===== src/rtl/pw_gate_pkg.sv =====
package pw_gate_pkg;

  typedef enum logic [1:0] {
    GATE_IDLE    = 2'd0,
    GATE_COLLECT = 2'd1,
    GATE_DRAIN   = 2'd2
  } gate_state_t;

  // Address of password word idx when the password starts at base.
  function automatic int word_addr(input int base, input int idx);
    return base + idx;
  endfunction

  // Non-zero when two words disagree in any bit.
  function automatic logic words_differ(input logic [15:0] a, input logic [15:0] b);
    return |(a ^ b);
  endfunction

  // Running mismatch: a first word starts a fresh accumulation.
  function automatic logic miss_next(input logic first, input logic acc, input logic diff);
    return (first ? 1'b0 : acc) | diff;
  endfunction

endpackage


===== src/rtl/pw_gate_seq.sv =====
module pw_gate_seq
  import pw_gate_pkg::*;
#(
  parameter int DATA_W   = 16,
  parameter int ADDR_W   = 10,
  parameter int PW_BASE  = 16,
  parameter int PW_WORDS = 16
) (
  input  logic              clk,
  input  logic              rst_n,
  input  logic              start,
  input  logic              erase,
  input  logic              word_vld,
  input  logic [DATA_W-1:0] word_in,
  output logic              rd_en,
  output logic [ADDR_W-1:0] rd_addr,
  output logic              busy,
  output logic              accept,
  output logic              cmp_fire,
  output logic              cmp_first,
  output logic              cmp_last,
  output logic [DATA_W-1:0] held_word
);

  localparam int IDX_W = $clog2(PW_WORDS + 1);
  localparam logic [IDX_W-1:0] LAST_IDX = IDX_W'(PW_WORDS - 1);

  gate_state_t       state_q;
  logic [IDX_W-1:0]  idx_q;
  logic              pend_q;
  logic              first_q;
  logic              last_q;

  assign accept    = (state_q == GATE_COLLECT) && word_vld && !start && !erase;
  assign rd_en     = accept;
  assign rd_addr   = ADDR_W'(word_addr(PW_BASE, int'(idx_q)));
  assign busy      = (state_q != GATE_IDLE);
  assign cmp_fire  = pend_q && !start && !erase;
  assign cmp_first = first_q;
  assign cmp_last  = last_q;

  always_ff @(posedge clk or negedge rst_n) begin
    if (!rst_n) begin
      state_q   <= GATE_IDLE;
      idx_q     <= '0;
      pend_q    <= 1'b0;
      first_q   <= 1'b0;
      last_q    <= 1'b0;
      held_word <= '0;
    end else if (erase) begin
      state_q <= GATE_IDLE;
      pend_q  <= 1'b0;
    end else if (start) begin
      state_q <= GATE_COLLECT;
      idx_q   <= '0;
      pend_q  <= 1'b0;
    end else begin
      pend_q <= accept;
      if (accept) begin
        held_word <= word_in;
        first_q   <= (idx_q == '0);
        last_q    <= (idx_q == LAST_IDX);
        idx_q     <= idx_q + 1'b1;
        if (idx_q == LAST_IDX) state_q <= GATE_DRAIN;
      end
      if (state_q == GATE_DRAIN && cmp_fire && last_q) state_q <= GATE_IDLE;
    end
  end

endmodule


===== src/rtl/pw_gate_cmp.sv =====
module pw_gate_cmp
  import pw_gate_pkg::*;
#(
  parameter int DATA_W = 16
) (
  input  logic              clk,
  input  logic              rst_n,
  input  logic              cmp_fire,
  input  logic              cmp_first,
  input  logic              cmp_last,
  input  logic [DATA_W-1:0] held_word,
  input  logic [DATA_W-1:0] mem_word,
  output logic              fin,
  output logic              fin_ok
);

  logic miss_q;
  logic diff;
  logic miss_now;

  assign diff     = words_differ(16'(held_word), 16'(mem_word));
  assign miss_now = miss_next(cmp_first, miss_q, diff);
  assign fin      = cmp_fire && cmp_last;
  assign fin_ok   = !miss_now;

  always_ff @(posedge clk or negedge rst_n) begin
    if (!rst_n)        miss_q <= 1'b0;
    else if (cmp_fire) miss_q <= miss_now;
  end

endmodule


===== src/rtl/pw_gate_locks.sv =====
module pw_gate_locks (
  input  logic clk,
  input  logic rst_n,
  input  logic fin,
  input  logic fin_ok,
  input  logic cl_set,
  input  logic erase,
  output logic pass_lock,
  output logic code_lock,
  output logic done,
  output logic pass,
  output logic unlock_evt
);

  logic cl_now;

  assign cl_now     = code_lock | (cl_set & !erase);
  assign unlock_evt = fin && fin_ok && !cl_now;

  always_ff @(posedge clk or negedge rst_n) begin
    if (!rst_n) begin
      pass_lock <= 1'b1;
      code_lock <= 1'b0;
      done      <= 1'b0;
      pass      <= 1'b0;
    end else begin
      done <= fin;
      if (fin) pass <= unlock_evt;
      if (unlock_evt) pass_lock <= 1'b0;
      if (erase)       code_lock <= 1'b0;
      else if (cl_set) code_lock <= 1'b1;
    end
  end

endmodule


===== src/rtl/pw_gate_ctrl.sv =====
module pw_gate_ctrl
  import pw_gate_pkg::*;
#(
  parameter int DATA_W   = 16,
  parameter int ADDR_W   = 10,
  parameter int PW_BASE  = 16,
  parameter int PW_WORDS = 16
) (
  input  logic              clk,
  input  logic              rst_n,
  input  logic              att_start,
  input  logic              att_valid,
  input  logic [DATA_W-1:0] att_word,
  input  logic              code_lock_set,
  input  logic              mass_erase,
  output logic              mem_rd_en,
  output logic [ADDR_W-1:0] mem_rd_addr,
  input  logic [DATA_W-1:0] mem_rd_data,
  output logic              busy,
  output logic              done,
  output logic              pass,
  output logic              pass_lock,
  output logic              code_lock,
  output logic              access_granted
);

  logic              seq_accept;
  logic              cmp_fire;
  logic              cmp_first;
  logic              cmp_last;
  logic [DATA_W-1:0] held_word;
  logic              fin;
  logic              fin_ok;
  logic              unlock_evt;

  pw_gate_seq #(
    .DATA_W(DATA_W), .ADDR_W(ADDR_W), .PW_BASE(PW_BASE), .PW_WORDS(PW_WORDS)
  ) u_seq (
    .clk(clk), .rst_n(rst_n), .start(att_start), .erase(mass_erase),
    .word_vld(att_valid), .word_in(att_word),
    .rd_en(mem_rd_en), .rd_addr(mem_rd_addr), .busy(busy),
    .accept(seq_accept), .cmp_fire(cmp_fire), .cmp_first(cmp_first),
    .cmp_last(cmp_last), .held_word(held_word)
  );

  pw_gate_cmp #(.DATA_W(DATA_W)) u_cmp (
    .clk(clk), .rst_n(rst_n), .cmp_fire(cmp_fire), .cmp_first(cmp_first),
    .cmp_last(cmp_last), .held_word(held_word), .mem_word(mem_rd_data),
    .fin(fin), .fin_ok(fin_ok)
  );

  pw_gate_locks u_locks (
    .clk(clk), .rst_n(rst_n), .fin(fin), .fin_ok(fin_ok),
    .cl_set(code_lock_set), .erase(mass_erase),
    .pass_lock(pass_lock), .code_lock(code_lock), .done(done), .pass(pass),
    .unlock_evt(unlock_evt)
  );

  assign access_granted = !pass_lock && !code_lock;

endmodule


===== config.mk =====
export PLATFORM = sky130hd
export DESIGN_NAME = pw_gate_ctrl
export DESIGN_NICKNAME = d
export VERILOG_FILES = /design/src/rtl/pw_gate_pkg.sv /design/src/rtl/pw_gate_seq.sv /design/src/rtl/pw_gate_cmp.sv /design/src/rtl/pw_gate_locks.sv /design/src/rtl/pw_gate_ctrl.sv
export SDC_FILE = /design/constraint.sdc
export NUM_CORES = 1
export LEC_CHECK = 0
export ABC_AREA = 0
export ABC_CLOCK_PERIOD_IN_PS = 2450
export BUFFER_PORTS_ARGS = -buffer_cell sky130_fd_sc_hd__buf_4
export CAP_MARGIN = 20
export CORE_ASPECT_RATIO = 2
export CORE_MARGIN = 8
export CORE_UTILIZATION = 49
export DETAILED_ROUTE_END_ITERATION = 16
export GPL_TIMING_DRIVEN = 0
export PLACE_DENSITY = 0.83
export SLEW_MARGIN = 20
export SYNTH_ARGS = -nofsm -noshare
export SYNTH_HDL_FRONTEND = slang
export SYNTH_HIERARCHICAL = 1
export SYNTH_SLANG_ARGS = --single-unit

===== constraint.sdc =====
create_clock -name clk -period 2.45 [get_ports clk]
set_input_delay 0.49 -clock clk [delete_from_list [all_inputs] [get_ports clk]]
set_output_delay 0.49 -clock clk [all_outputs]
set_load 0.1 [all_outputs]

==> metrics.txt, run 1 <==
status=finished clean; Bufs on Longest Clock Path=2; Setup crit end kind=output pin; Initial Util=51.3%; worst vdd ir=0.000531 V; syn avg cell area=12.3 um2; WL/cell=16.9 um; Layout area overhead=33.3%; DR DRC count=0; vias in the first global route=1369; die width=56.6 um; RSZ-0062 raised after global routing=no; die extent in y=97.3 um; max_cap viols=0; Sw Share=28.8%; Int Pwr=990 uW; Clock Skew=0.00615 ns; Via Count=1201; root buf cell=clkbuf_8; Leakage=0.00106 uW; fin cells=225; Post-Route WL=3.79 mm; Crit path arrival time=1.91 ns; vias per std cell=5.34; die area=0.00551 mm2; crit path max fanout=10; number of H-tree levels=2; post-route antenna net violation count=0; power per cell area=644 mW/mm2; min-delay worst type=in -> async; worst skew pair latency=0.28 ns; TritonCTS clock tree=done; number of placed instances, taps included=216; antenna violations before repair=0; R2R cell count=6; min Tclk post-route=2.40 ns; DP Wirelength=2.98 mm; share of cells above drive strength 1=46.9%; Worst Path Required=1.96 ns; CTS Buf Count=5; DR pass1 iterations=4; synthesized instance count=132; Buffers on Ports=50; f_max=0.416 GHz; netlist area before placement=0.00162 mm2; initial DRC count=8; Sink Count=31; core box area=0.00316 mm2; Tcrit/Tclk final=98.1%; Crit Path Class=in -> out; final setup vio count=0; crit start category=input port; largest net degree at the start of global routing=32; row cnt=29; # diodes=0; commonest non-fill, non-tap cell in the layout=buf_4; area occupied by multi-input gates=734 um2; Final #Nets=234; Global Route Usage Sum=14.2%; Max Slew Vio Count=0; Synth warnings=6; commonest cells after routing, fill and taps aside=buf_4, dfrtp_1, xor2_1; Placer Congestion=0.760; FILL cells=250; clock-pin slew on the worst setup and hold paths=0.07 ns; Flop pwr share=46.4%; sequential cell area=777 um2; # IOs=55; clock share of power=29.0%; Fin. Hold Viols=0; Hold WS=0.135 ns; GRT overflow=0; first-pass GRT wire length=6.34 mm; Comb power frac=24.6%; NetSw=401 uW
power by group through the flow:
stage	logic, uW	registers [uW]	clock network, uW
finish	342	646	403
global route	365	656	444
CTS	343	647	417
detailed placement	340	656	0
global placement	331	650	0
floorplan	220	667	0
final cells by class:
class / count / area share (%)
buffer: 8 / 3.71
clock buffer: 7 / 4.00
clock inverter: 1 / 0.232
inverter: 9 / 1.91
multi-input combinational: 87 / 34.0
sequential: 31 / 36.0
tap: 31 / 1.80
timing repair buffer: 51 / 18.3
metrics by stage:
step           area [um2]  util, %  total power (uW)  worst slack, ns  TNS [ns]
4_1_cts              2140     67.9              1410           0.0133         0
3_5_place_dp         2050     64.8               996          -0.0418   -0.0418
5_1_grt              2160     68.4              1460           0.0121         0
6_report             2160     68.4              1390           0.0475         0
3_3_place_gp         2050     64.8               980          -0.0256   -0.0256
2_1_floorplan        1630        -               888           0.0136         0
critical path, cell delays in order:
cell and delay (ns):
buf_4 0.14, or2_1 0.23, buf_6 0.14, or2_1 0.23, buf_6 0.14, inv_8 0.09
buf_12 0.15, buf_4 0.13, buf_12 0.16
routing by layer:
layer  vias up  share of wire [%]  global-route usage, %
met4         0                1.4                   5.59
met5         -                  0                      0
li1        570                  -                      -
met2        30                 60                   26.7
met3         6                4.9                   4.84
met1       595                 34                   12.8
final timing paths:
check / slack (ns) / end / from
hold / removal: 0.14 / u_seq/held_word[7] / rst_n
setup reg to reg: 0.68 / u_locks/pass_lock / u_seq/held_word[11]
min in group clk: 0.42 / u_locks/code_lock / mass_erase
max in group asynchronous: 2.00 / u_locks/pass_lock / rst_n
setup / recovery: 0.05 / mem_rd_en / mass_erase
hold reg to reg: 0.48 / u_locks/pass_lock / u_locks/pass_lock
state kept, by name, summed over array words and instances, names as in the netlist:
name               count
u_seq/held_word       16
u_locks/code_lock      1
u_seq/state_q          2
u_seq/cmp_last         1
u_cmp/miss_q           1
u_seq/cmp_first        1
u_seq/idx_q            5
u_locks/pass           1
u_seq/pend_q           1
u_locks/done           1
u_locks/pass_lock      1
repair_timing:
item | 4_1_cts | 5_1_grt
hold buffers | 0 | 0
resized for setup | 1 | 2
endpoints found under the setup margin | 1 | 1
buffers inserted | 0 | 1
No activity file was read; power rests on OpenSTA's default activity.
==> run 2: changes to the inputs <==
PLACE_DENSITY = unset   (was 0.83)
PLACE_DENSITY_LB_ADDON = 0.08   (was unset)
==> run 2 against run 1 <==
Clock-buffer cell count increased by 1. Critical path depth unchanged. Register-to-register slack worse by 0.04 ns. Critical path type unchanged. Largest cell class unchanged. Largest power group unchanged. Highest routed layer unchanged.
==> metrics.txt, run 2 (same netlist as run 1, synthesis figures left out) <==
Fin. Hold Viols=0 (unchanged); fin cells=225 (unchanged); crit path max fanout=10 (unchanged); R2R cell count=6 (unchanged); number of H-tree levels=2 (unchanged); R2R setup slack=0.64 ns (was 0.68 ns); commonest cells after routing, fill and taps aside=buf_4, dfrtp_1, xor2_1 (unchanged); cell area after layout=0.00217 mm2 (was 0.00216 mm2); Slowest cell on crit path=or2_1 (unchanged); CP max stage delay=0.23 ns (about the same); registers with the most flip-flops=u_seq/held_word: 16 flops, u_seq/idx_q: 5 flops, u_seq/state_q: 2 flops (unchanged); Max Slew Vio Count=0 (unchanged); worst r2r dst=u_locks/pass_lock (unchanged); setup slack at placement=-0.0523 ns (was -0.0418 ns); RSZ-0062 raised after global routing=no (unchanged); critical-path cell list=buf_4, or2_1, buf_6, or2_1, buf_6, inv_8, buf_12, buf_4, buf_12 (unchanged); post-route antenna net violation count=0 (unchanged); antenna violations before repair=0 (unchanged); CP Depth=9 (unchanged); f_max=0.417 GHz (was 0.416 GHz); Post-Place Cell Area=0.00205 mm2 (unchanged); Tcrit/Tclk final=97.8% (was 98.1%); max reg flops=16 (unchanged); min Tclk post-route=2.40 ns (about the same); commonest non-fill, non-tap cell in the layout=buf_4 (unchanged); DR pass1 iterations=4 (unchanged); root buf cell=clkbuf_8 (unchanged); Top reg by flops=u_seq/held_word (unchanged); Bufs on Longest Clock Path=2 (unchanged); Crit Path Class=in -> out (unchanged); Layout area overhead=33.8% (was 33.3%); DP Wirelength=2.93 mm (was 2.98 mm); CP startpoint=mass_erase (unchanged); Buffers on Ports=50 (unchanged); worst skew pair latency=0.28 ns (about the same); first-pass GRT wire length=6.25 mm (was 6.34 mm); clock-pin slew on the worst setup and hold paths=0.06 ns (was 0.07 ns); share of cells above drive strength 1=46.9% (unchanged); die area=0.00551 mm2 (unchanged); Clock Skew=0.00367 ns (was 0.00615 ns); Hold WS=0.134 ns (was 0.135 ns); GRT overflow=0 (unchanged); Worst Path Buf+Inv=7 (unchanged); die width=56.6 um (unchanged); row cnt=29 (unchanged); Sink Count=31 (unchanged); Placer Congestion=0.714 (was 0.760); max_cap viols=0 (unchanged); CP endpoint=mem_rd_en (unchanged); status=finished clean (unchanged); min-delay worst type=in -> async (unchanged); final setup vio count=0 (unchanged); # diodes=0 (unchanged); Crit path arrival time=1.91 ns (about the same); final core occ=68.6% (was 68.4%); Final #Nets=234 (unchanged); Leakage=0.00106 uW (about the same); Worst Path Required=1.96 ns (about the same); core box area=0.00316 mm2 (unchanged); vias in the first global route=1329 (was 1369); DR DRC count=0 (unchanged); largest net degree at the start of global routing=32 (unchanged); Via Count=1173 (was 1201); initial DRC count=18 (was 8); die extent in y=97.3 um (unchanged); Post-Route WL=3.65 mm (was 3.79 mm); Initial Util=51.3% (unchanged); post-route setup slack=0.0527 ns (was 0.0475 ns); power per cell area=658 mW/mm2 (was 644 mW/mm2); TritonCTS clock tree=done (unchanged); Global Route Usage Sum=14.2% (about the same); largest delay contributor family on the critical path=buffers and inverters (unchanged); number of placed instances, taps included=216 (unchanged); Setup crit end kind=output pin (unchanged); Crit Reg-Reg Startpoint=u_seq/held_word[11] (unchanged); # IOs=55 (unchanged); worst vdd ir=0.000544 V (was 0.000531 V); CTS Buf Count=5 (unchanged); crit start category=input port (unchanged); Hold Buf Count CTS=0 (unchanged); vias per std cell=5.21 (was 5.34); WL/cell=16.2 um (was 16.9 um)
## run 2: routing by layer
metal / vias up / part of all wire [%] / GRT usage (%)
met5: - / 0 / 0
met4: 0 / 1.8 / 7.26
met3: 5 / 4.7 / 3.27
met2: 37 / 58 / 26.4
met1: 566 / 35 / 13.5
li1: 565 / - / -
## run 2: metrics by stage
step	setup TNS, ns	power [uW]
after floorplan	0	888
after global placement	-0.0331	984
after detailed placement	-0.0523	1000
after CTS	0	1440
after global routing	0	1500
final	0	1430
## run 2: worst min path at each step
stage,cells after the start,from,to,slack [ns]
2_1_floorplan,0,rst_n,u_cmp/miss_q,0.19
3_3_place_gp,1,rst_n,u_seq/held_word[6],0.44
3_5_place_dp,1,rst_n,u_seq/held_word[14],0.44
4_1_cts,1,rst_n,u_seq/held_word[14],0.14
5_1_grt,1,rst_n,u_seq/held_word[14],0.16
6_report,1,rst_n,u_seq/held_word[14],0.13
## run 2: cell type report
class | count | area, um2
plain buffers | 8 | 80.1
inverters | 9 | 41.3
repair buffers | 51 | 395
fillers | 254 | 990
clock buffers | 8 | 100
well taps | 31 | 38.8
multi-input cells | 87 | 734
flip-flops and latches | 31 | 777
## run 2: report_power, final
| group | total (uW) | leakage, uW | internal, uW | switching, uW |
|---|---|---|---|---|
| Clock | 434 | 0.0000515 | 256 | 178 |
| Sequential | 646 | 0.000386 | 590 | 55.8 |
| Combinational | 345 | 0.000628 | 173 | 172 |
## run 2: timing repair
| item | 4_1_cts | 5_1_grt |
|---|---|---|
| gates resized for setup | 1 | 2 |
| pin swaps | 0 | 0 |
| setup buffers | 0 | 1 |
| endpoints found under the setup margin | 1 | 1 |
